[config.mk]
export PLATFORM = sky130hd
export DESIGN_NAME = edge_phase_cmp
export DESIGN_NICKNAME = d
export VERILOG_FILES = /design/src/rtl/edge_phase_cmp.sv
export SDC_FILE = /design/constraint.sdc
export NUM_CORES = 1
export LEC_CHECK = 0
export BUFFER_PORTS_ARGS = -buffer_cell sky130_fd_sc_hd__buf_2
export CORE_UTILIZATION = 35
export DETAILED_ROUTE_END_ITERATION = 8
export HOLD_SLACK_MARGIN = 0.02
export SETUP_SLACK_MARGIN = 0.1
export SYNTH_ARGS = -nofsm -noshare
export SYNTH_HDL_FRONTEND = slang
export SYNTH_SLANG_ARGS = --single-unit
[constraint.sdc]
create_clock -name clk -period 4.6 [get_ports clk]
set_input_delay 0 -clock clk [delete_from_list [all_inputs] [get_ports clk]]
set_output_delay 0 -clock clk [all_outputs]
set_load 0.005 [all_outputs]
[src/rtl/edge_phase_cmp.sv]
module edge_phase_cmp #(
  parameter int DZ_W       = 8,
  parameter int LOCK_TICKS = 7
) (
  input  logic            clk,
  input  logic            rst_n,
  input  logic            run,
  input  logic            ref_in,
  input  logic            fg_in,
  input  logic            tick,
  input  logic [DZ_W-1:0] dz_win,
  output logic            up,
  output logic            dn,
  output logic            locked,
  output logic            gain_lo
);
  localparam int LC_W = $clog2(LOCK_TICKS + 1);
  localparam logic [DZ_W-1:0] CNT_MAX = '1;
  localparam logic [LC_W-1:0] LC_FULL = LC_W'(LOCK_TICKS);

  logic            ref_s, ref_d, fg_s, fg_d;
  logic            up_q, dn_q, locked_q, seen_ok;
  logic [DZ_W-1:0] err_cnt;
  logic [LC_W-1:0] lock_cnt;

  wire ref_fall = run & ref_d & ~ref_s;
  wire fg_rise  = run & fg_s & ~fg_d;
  wire busy     = up_q | dn_q;
  wire close_ev = (up_q & fg_rise) | (dn_q & ref_fall);
  wire both     = ref_fall & fg_rise & ~busy;
  wire good_now = (close_ev & (err_cnt < dz_win)) | (both & (dz_win != '0));
  wire unlock   = busy & (err_cnt >= dz_win);
  wire qual     = tick & ~unlock & (seen_ok | good_now);

  always_ff @(posedge clk or negedge rst_n) begin
    if (!rst_n) begin
      ref_s <= 1'b0;
      ref_d <= 1'b0;
      fg_s  <= 1'b0;
      fg_d  <= 1'b0;
    end else begin
      ref_s <= ref_in;
      ref_d <= ref_s;
      fg_s  <= fg_in;
      fg_d  <= fg_s;
    end
  end

  always_ff @(posedge clk or negedge rst_n) begin
    if (!rst_n) begin
      up_q    <= 1'b0;
      dn_q    <= 1'b0;
      err_cnt <= '0;
    end else if (!run) begin
      up_q    <= 1'b0;
      dn_q    <= 1'b0;
      err_cnt <= '0;
    end else if (busy) begin
      if (close_ev) begin
        up_q    <= 1'b0;
        dn_q    <= 1'b0;
        err_cnt <= '0;
      end else if (err_cnt != CNT_MAX) begin
        err_cnt <= err_cnt + DZ_W'(1);
      end
    end else if (!both) begin
      if (ref_fall) begin
        up_q    <= 1'b1;
        err_cnt <= DZ_W'(1);
      end else if (fg_rise) begin
        dn_q    <= 1'b1;
        err_cnt <= DZ_W'(1);
      end
    end
  end

  always_ff @(posedge clk or negedge rst_n) begin
    if (!rst_n) begin
      seen_ok  <= 1'b0;
      lock_cnt <= '0;
      locked_q <= 1'b0;
    end else if (!run) begin
      seen_ok  <= 1'b0;
      lock_cnt <= '0;
      locked_q <= 1'b0;
    end else begin
      if (tick)
        seen_ok <= 1'b0;
      else if (good_now)
        seen_ok <= 1'b1;

      if (unlock || (tick && !qual)) begin
        lock_cnt <= '0;
        locked_q <= 1'b0;
      end else if (qual) begin
        if (lock_cnt != LC_FULL)
          lock_cnt <= lock_cnt + LC_W'(1);
        if (lock_cnt >= LC_FULL - LC_W'(1))
          locked_q <= 1'b1;
      end
    end
  end

  assign up      = up_q & run;
  assign dn      = dn_q & run;
  assign locked  = locked_q & run;
  assign gain_lo = locked;
endmodule

Yosys cells after proc, flatten, opt, wreduce, memory -nomap -nowiden

Cells that the tools add are included.

Bits in registers: 19
Latch bits: 0
RAM bits: 0
Memory bits (read-only): 0
Input bits: 14
Output and inout bits: 4
Logic and storage cells: 89
Memories: 0

Add/subtract/negate cells: 2
$mul: 0
Divide/modulo/power cells: 0
Order comparisons: 3
Equal/unequal tests: 13
Shifts and indexed selects: 0
Mux-type cells: 28
Bitwise operators: 24
Reductions and logical operators: 9

Operator list:

| cell                  | number |
|---|---|
| $mux W8               | 7 |
| $ne A3 B1 Y1 const B  | 6 |
| $mux W1               | 17 |
| $and A1 B1 Y1         | 16 |
| $mux W3               | 4 |
| $add A8 B1 Y8 const B | 1 |
| $ge A8 B8 Y1          | 1 |
| $lt A8 B8 Y1          | 1 |
| $ne A8 B8 Y1 const B  | 1 |
| $reduce_bool A8 Y1    | 1 |
| $ne A3 B2 Y1 const B  | 2 |
| $ne A3 B3 Y1 const B  | 2 |
| $reduce_and A3 Y1     | 2 |
| $ne A4 B1 Y1 const B  | 1 |
| $ne A4 B2 Y1 const B  | 1 |
| $not A1 Y1            | 4 |
| $or A1 B1 Y1          | 4 |
| $reduce_and A2 Y1     | 2 |
| $reduce_and A4 Y1     | 1 |
| $add A3 B1 Y3 const B | 1 |
| $ge A3 B3 Y1 const B  | 1 |
| $logic_and A1 B1 Y1   | 1 |
| $logic_not A1 Y1      | 1 |
| $logic_or A1 B1 Y1    | 1 |

Logic depth before layout (Yosys ltp)

Gate-level depths: netlist of run 1.

Word-level depth: 13
Depth in mapped cells: 8
Gate-level depth less buffers: 8

Worst setup path before layout of run 1

OpenSTA, ideal clock, no wires.

Kind: reg2reg
Start point: register err_cnt[1]
End point: register lock_cnt[1]
Setup time: 0.101 ns
Arrival: 1.723 ns
Data required time: 4.499 ns
Slack: 2.776 ns
Cell stages (with the launch flop): 8
Path buffers: 0
Clock period less this slack: 1.824 ns
Path through: dfrtp_1 -> ha_1 -> nor2b_4 -> o211ai_2 -> a21oi_2 -> o41ai_4 -> nand2_2 -> o32ai_1

Word-level cells in the longest chain between the ends: 10
Elaborated cells on any way between the ends: 17
Classes of those cells: 2 x order compare; 2 x eq/ne; 2 x mux; 7 x bitwise; 4 x reduce/logical

RTL lines:

| what                                                   | line   | RTL |
|---|---|---|
| start: declaration                                     | 23     | `logic [DZ_W-1:0] err_cnt;` |
| start signal: assignment                               | 64     | `err_cnt <= err_cnt + DZ_W'(1);` |
| $lt A8 B8 Y1 or $ge A8 B8 Y1 (tied branches)           | 31, 32 |  |
| $and A1 B1 Y1 (on tied branches)                       | 31, 32 |  |
| $or A1 B1 Y1 or $not A1 Y1 (tied branches)             | 31, 33 |  |
| $or A1 B1 Y1 or $and A1 B1 Y1 (tied branches)          | 33     | `wire qual = tick & ~unlock & (seen_ok \| good_now);` |
| $and A1 B1 Y1                                          | 33     |  |
| $logic_not A1 Y1                                       | 92     | `if (unlock \|\| (tick && !qual)) begin` |
| $logic_and A1 B1 Y1                                    | 92     |  |
| $logic_or A1 B1 Y1                                     | 92     |  |
| $ne A3 B1 Y1 (no line) or $mux W3 (tied branches)      | -      |  |
| $reduce_and A2 Y1 (no line) or $mux W3 (tied branches) | -      |  |
| end signal: assignment                                 | 97     | `lock_cnt <= lock_cnt + LC_W'(1);` |
| end: declaration                                       | 24     | `logic [LC_W-1:0] lock_cnt;` |

Parallel ways exist; a longest one is shown, timed or not.
A chain may end at the register's enable or synchronous reset.

Worst setup path in the final report of run 1

Start point: register err_cnt[7]
End point: register lock_cnt[1]

The elaborated chain is that of the path after synthesis.

==> impl_metrics.toml, run 1 <==
[min_path]
min-delay-path-class = "in2reg"
hold-path-cell-count = 3
hold_ep = "err_cnt[0]"
hp-start = "run"

[detailed_routing]
drc_errors = 0
drtAntennaViolNets = 0
postRouteWirelength_mm = 2.79
routed_wire_per_std_cell_um = 13.4
vias = 1114
initialDrtViolationCount = 54
via_per_inst = 5.33
detail_route.first_pass.iterations = 4

[sta]
maxSlewHeadroom_pct = 59.8
fmaxAchievable_ghz = 0.488
drv_slew = 0
finalHoldViolations = 0
worst_hold_slack_after_final_layout_ns = 0.124
fin_worst_skew_ns = 0.00345
setup_violations = 0
rsz_0062_raised_after_global_routing = "false"
finalCriticalPeriod_ns = 2.05
worstMarginPinSlew_ns = 0.596
finalSetupTns_ns = 0
period_utilization_pct = 44.6

[global_routing]
wire_length_of_the_first_global_routing_pass_mm = 5.00
vias_in_the_first_global_route = 1150
groute.layer.met2.usage_pct = 28.9
gr-usage-all-layers_pct = 15.8
globalRoute.busiestLayer = "met2"
use_met1_pct = 18.5
largest_net_degree_at_the_start_of_global_routing = 20
number_of_antenna_violations_at_the_first_check_in_global_routing = 0
grtUsageMet3_pct = 1.09
grt.overflow.total = 0

[critical_path]
crit_chain = "ha_1 -> a21oi_1 -> o21ai_0 -> o41ai_4 -> nand2_2 -> o32ai_1"
slowest_cp_cell = "dfrtp_1"
cp_num_buf_inv = 0
crit_reg_reg_startpoint = "err_cnt[7]"
setup.worst_path.end_class = "flop"
worst_path_dominant_cell_family = "compound AO/OA/AOI/OAI gates"
start_kind = "flop"
path_class = "reg2reg"
highest_net_fanout_along_the_worst_path = 4
critPathMaxStageDelay_ns = 0.45
cp.required_ns = 4.76
r2r_cells = 6
setup.reg_to_reg.worst_slack_ns = 2.55
arrival_ns = 2.21
timing.rr.end = "lock_cnt[1]"

[cts]
clock-root-buffer = "clkbuf_8"
clk_transition_reported_paths_ns = 0.07
clkSinkCount = 19
htree_num_levels = 1
tritoncts = "yes"
cts_buffers = 3
postCtsSetupRepairBufs = 0
cts_hold_buf = 4
worst_skew_pair.late_latency_ns = 0.26
max-clock-path-buffers = 2
cts_repair_resize_count = 0

[floorplan]
fp.dieArea_um2 = 3970
io_pins = 18
fp-row-count = 21
starting_density_of_the_core_pct = 37.8
die-width_um = 63.0
floorplan.die.height_um = 63.0
coreArea_um2 = 3440

[cells_and_area]
fin_area_um2 = 1510
insertedDiodeCount = 0
finalNetCount = 190
drive_gt1_share_pct = 21.5
layout.cells.most_common = "dfrtp_1"
synthToLayoutAreaGrowth_pct = 16.0
utilization_pct = 43.9
layout.cells.most_common_list = "19 x dfrtp_1, 17 x buf_2, 13 x inv_1"

[synth]
synth_adder_area_share_pct = 11.5
synth.avg_cell_area_um2 = 9.24
portion_of_netlist_area_occupied_by_mux_cells_pct = 0
yosys_warnings = 0
synth_seq_cells = 19
synth_fp_nets = 167
synthesis.area_um2 = 1300
seq_total_area_yosys_pct = 36.5
post_synth_and_or_nand_nor_area_fraction_pct = 19.9
ys_types = 42
synthesized_area_fraction_occupied_by_xor_and_xnor_cells_pct = 0
instance_count_of_the_mapped_netlist = 141
synth_compound_area_share_pct = 26.2
combinational_family_with_the_most_area_after_synthesis = "compound AO/OA/AOI/OAI gates"

[power]
leakage_power_nw = 0.721
reg_power_share_pct = 50.3
switching_share_pct = 27.0
max-vdd-ir-drop_v = 0.000133
power.share.combinational_pct = 16.9
internal-power_w = 0.000257
switching_power_w = 0.0000949
power_per_cell_area_nw_per_um2 = 233
pwr-share-clk_pct = 32.9

[placed_design]
hpwl_mm = 2.17
detailed_place.area_um2 = 1430
io_buffer_count = 17
routabilityCongestion = 0.776

[run]
maxCapViolations = 0

[run_status]
status = "completed"
-- stage by stage --
stage	setup slack [ns]	instances	power, W
finish	2.55	209	0.000352
global route	2.36	209	0.000372
CTS	2.55	209	0.000358
detailed placement	2.56	201	0.000237
global placement	2.60	201	0.000234
floorplan	2.78	141	0.000217
-- worst reg2reg max path, stage by stage (launching register included) --
cell and delay (ns):
dfrtp_1 0.45, ha_1 0.34, a21oi_1 0.12, o21ai_0 0.22
o41ai_4 0.45, nand2_2 0.11, o32ai_1 0.25
-- power groups by stage --
stage / Combinational [W] / Sequential [W] / Clock [W]
2_1_floorplan: 0.0000390 / 0.000178 / 0
3_3_place_gp: 0.0000543 / 0.000180 / 0
3_5_place_dp: 0.0000564 / 0.000180 / 0
4_1_cts: 0.0000599 / 0.000177 / 0.000121
5_1_grt: 0.0000674 / 0.000178 / 0.000127
6_report: 0.0000593 / 0.000177 / 0.000116
-- layout make-up --
| class | count | area [um^2] |
|---|---|---|
| clock buffer | 3 | 41.3 |
| clock inverter | 1 | 5.00 |
| fill | 354 | 1930 |
| inverter | 15 | 56.3 |
| multi-input combinational | 104 | 751 |
| sequential | 19 | 475 |
| tap | 46 | 57.6 |
| timing repair buffer | 21 | 125 |
-- metal layers --
metal	vias up	wire [um]
li1	547	-
met1	533	1260
met2	29	1380
met3	5	99
met4	0	57
met5	-	0
-- sequential cells by signal (all words and copies together), names as in the netlist --
name      flops
ref_d         1
err_cnt       8
dn_q          1
up_q          1
lock_cnt      3
ref_s         1
fg_s          1
seen_ok       1
locked_q      1
fg_d          1
-- synth_stat cells (all sizes together) --
| cell | instances | area (um^2) |
|---|---|---|
| and3 | 5 | 37.5 |
| o211ai | 1 | 12.5 |
| a22oi | 1 | 7.51 |
| nor2 | 9 | 33.8 |
| o32ai | 3 | 26.3 |
| a21boi | 3 | 26.3 |
| o21a | 1 | 7.51 |
| a41oi | 1 | 8.76 |
| buf | 3 | 20.0 |
| or2 | 1 | 6.26 |
| o31ai | 2 | 28.8 |
| nand2b | 8 | 50.1 |
| ha | 12 | 150 |
| and2b | 2 | 16.3 |
| nand4 | 2 | 12.5 |
| or3 | 2 | 12.5 |
| dfrtp | 19 | 475 |
| nor2b | 1 | 13.8 |
| a21o | 1 | 7.51 |
| inv | 15 | 56.3 |
| o2111ai | 1 | 15.0 |
| nor3 | 2 | 10.0 |
| o21ai | 18 | 90.1 |
| nand3 | 1 | 5.00 |
| a21oi | 10 | 57.6 |
| a211oi | 1 | 7.51 |
| nand2 | 9 | 36.3 |
| nor4 | 2 | 12.5 |
| o211a | 1 | 10.0 |
| o41ai | 1 | 27.5 |
| and2 | 2 | 12.5 |
| a211o | 1 | 8.76 |
-- worst max-delay path by stage --
stage	start	to	slack, ns	cells past startpoint
after floorplan	err_cnt[1]	lock_cnt[1]	2.78	7
after global placement	err_cnt[7]	lock_cnt[1]	2.60	6
after detailed placement	err_cnt[7]	lock_cnt[1]	2.56	6
after CTS	err_cnt[7]	lock_cnt[1]	2.55	6
after global routing	err_cnt[7]	lock_cnt[2]	2.36	6
final	err_cnt[7]	lock_cnt[1]	2.55	6
-- logic make-up after synthesis --
| group | count (synthesis) |
|---|---|
| compound gates | 46 |
| simple gates | 46 |
| flops | 19 |
| buf+inv | 18 |
| fa+ha+maj | 12 |
No activity file was read; power rests on OpenSTA's default activity.
==> run 2: changes to the inputs <==
ABC_AREA = 1   (was default)
clock period = 1.7 ns   (was 4.6 ns; I/O delays follow)
==> run 2 against run 1 <==
Compared with the run above: utilization up 6.4 points; flip-flop and latch count unchanged; sequential share of layout area fell by 6.0 points; global-route usage shrank 0.74 points; final area up 24%; critical path type unchanged.
==> impl_metrics.toml, run 2 <==
[run_status]
status = "completed"

[sta]
fmaxAchievable_ghz = 0.626
worst_hold_slack_after_final_layout_ns = 0.106
period_utilization_pct = 93.9
fin_worst_skew_ns = 0.00410
rsz_0062_raised_after_global_routing = "true"
maxSlewHeadroom_pct = 70.4
fin_ws_ns = 0.103
finalHoldViolations = 0
drv_slew = 0
setup_violations = 0
finalCriticalPeriod_ns = 1.60
worstMarginPinSlew_ns = 0.444

[synth]
ys_dominant_reg_cell = "dfrtp_1"
synthesized_area_fraction_occupied_by_xor_and_xnor_cells_pct = 0.632
synth.avg_cell_area_um2 = 7.69
synth_fp_nets = 206
synthDominantCellAreaShare_pct = 34.3
synth_commonest_cells = "45 x nand2_1, 26 x inv_1, 19 x dfrtp_1, 19 x nor2_1, 14 x nand3_1"
combinational_family_with_the_most_area_after_synthesis = "simple AND/OR/NAND/NOR gates"
synth_seq_cells = 19
seq_total_area_yosys_pct = 34.3
synth_adder_area_share_pct = 10.8
post_synth_and_or_nand_nor_area_fraction_pct = 35.3
synth-edff-count = 0
share_of_synthesized_flip_flops_with_an_asynchronous_set_or_reset_pct = 100
yosysTopAreaCell = "dfrtp_1"
yosys_warnings = 0
synth_top_cells_by_area = "dfrtp_1 34%, nand2_1 12%, ha_1 11%"
instance_count_of_the_mapped_netlist = 180
portion_of_netlist_area_occupied_by_mux_cells_pct = 0
synth_compound_area_share_pct = 9.03
ys_types = 32
post-synth-top-count-cell = "nand2_1"
synthesis.area_um2 = 1390

[placed_design]
io_buffer_count = 17
routabilityCongestion = 0.796
hpwl_mm = 2.12
place_ws_ns = -0.0153
cell_count_post_placement = 248

[critical_path]
setup.worst_path.end_class = "flop"
cp.required_ns = 1.85
cp_num_buf_inv = 0
slowest_cp_cell = "dfrtp_1"
setup.reg_to_reg.worst_slack_ns = 0.10
arrival_ns = 1.74
highest_net_fanout_along_the_worst_path = 5
start_kind = "flop"
crit_chain = "ha_4 -> nand2_1 -> nor2_2 -> nand2_2 -> nand3_2 -> nand2_4 -> nand2_4 -> nand2_4 -> nand2_1 -> nand2_1"
path_class = "reg2reg"
critPathMaxStageDelay_ns = 0.42
worst_path_dominant_cell_family = "simple AND/OR/NAND/NOR gates"

[detailed_routing]
drc_errors = 0
vias = 1238
drtAntennaViolNets = 0
routed_wire_per_std_cell_um = 11.5
initialDrtViolationCount = 50
postRouteWirelength_mm = 3.02
via_per_inst = 4.71
detail_route.first_pass.iterations = 4

[cts]
clkSinkCount = 19
htree_num_levels = 1
max-clock-path-buffers = 2
clock-root-buffer = "clkbuf_8"
cts_buffers = 3
tritoncts = "yes"
clk_transition_reported_paths_ns = 0.07
worst_skew_pair.late_latency_ns = 0.26

[global_routing]
grt.overflow.total = 0
gr-usage-all-layers_pct = 15.1
wire_length_of_the_first_global_routing_pass_mm = 4.93
number_of_antenna_violations_at_the_first_check_in_global_routing = 0
vias_in_the_first_global_route = 1153
largest_net_degree_at_the_start_of_global_routing = 20

[power]
max-vdd-ir-drop_v = 0.000452
pwr_total_w = 0.00103
power_per_cell_area_nw_per_um2 = 553
leakage_power_nw = 0.969

[floorplan]
die-width_um = 64.9
io_pins = 18
fp-row-count = 22
starting_density_of_the_core_pct = 37.3
coreArea_um2 = 3720
fp.dieArea_um2 = 4210
floorplan.die.height_um = 64.9

[cells_and_area]
largest_register = "err_cnt"
layoutNonFillerInstCount = 263
layout.cells.most_common_list = "30 x nand2_1, 23 x inv_1, 18 x dfrtp_1"
synthToLayoutAreaGrowth_pct = 35.0
drive_gt1_share_pct = 40.5
largest_register_ff_count = 8
insertedDiodeCount = 0
finalNetCount = 242
utilization_pct = 50.3
layout.cells.most_common = "nand2_1"
biggest_registers_after_layout = "err_cnt x8, lock_cnt x3"

[run]
maxCapViolations = 0

[min_path]
min-delay-path-class = "in2reg"
## run 2: cell count changes after synthesis, sizes merged, moves of 8 or more
cell	delta
nand3	+15
inv	+14
nand2b	-8
o21ai	-9
nor2	+15
nand2	+38
## run 2: per-layer routing
| layer | routed length, um | GRT usage, % | part of all wire [%] |
|---|---|---|---|
| met1 | 1450 | 19.8 | 48 |
| met2 | 1430 | 25.4 | 48 |
| met3 | 120 | 3.17 | 4.0 |
| met4 | 13 | 2.78 | 0.43 |
| met5 | 0 | 0 | 0 |
## run 2: where the power goes
group	switching [W]	internal [W]
Clock	0.000151	0.000167
Combinational	0.000134	0.0000966
Sequential	0.0000190	0.000467
Total	0.000304	0.000731
## run 2: logic make-up after synthesis
family,after synthesis
simple gates,98
buf+inv,32
flops,19
compound gates,18
fa+ha+maj,12
xor+xnor,1
## run 2: what timing repair did
| action | 4_1_cts | 5_1_grt |
|---|---|---|
| endpoints found under the hold margin | 21 | 0 |
| setup endpoints to repair | 9 | 13 |
| hold buffers | 3 | 0 |
| buffers inserted | 3 | 5 |
| cloned | 0 | 0 |
| gates resized for setup | 7 | 39 |
| pin swaps | 3 | 14 |
## run 2: worst paths after layout
kind | depth (start not counted) | startpoint | to
worst max-delay path | 10 | err_cnt[7] | lock_cnt[1]
worst min register to register | 0 | ref_s | ref_d
max in group asynchronous | 2 | rst_n | err_cnt[1]
min in group asynchronous | 2 | rst_n | dn_q
worst max register to register | 10 | err_cnt[7] | lock_cnt[1]
worst min-delay path | 3 | tick | seen_ok
## run 2: metrics by stage
stage	TNS (ns)	cell area [um^2]
after floorplan	0	1390
after global placement	-0.0114	1550
after detailed placement	-0.0350	1550
after CTS	0	1670
after global routing	-0.0362	1870
final	0	1870
## run 2: worst reg2reg max path, delay by kind of cell, from the launching register on
kind	cells	cell delay, ns
AND/OR/NAND/NOR	9	0.77
flip-flops	1	0.42
adder cells (fa/ha/maj)	1	0.28
## run 2: area by class of cell
class	count	area (um^2)
Clock buffer	4	45.0
Timing Repair Buffer	34	220
Multi-Input combinational cell	129	955
Inverter	29	114
Fill cell	362	1850
Sequential cell	19	477
Tap cell	48	60.1
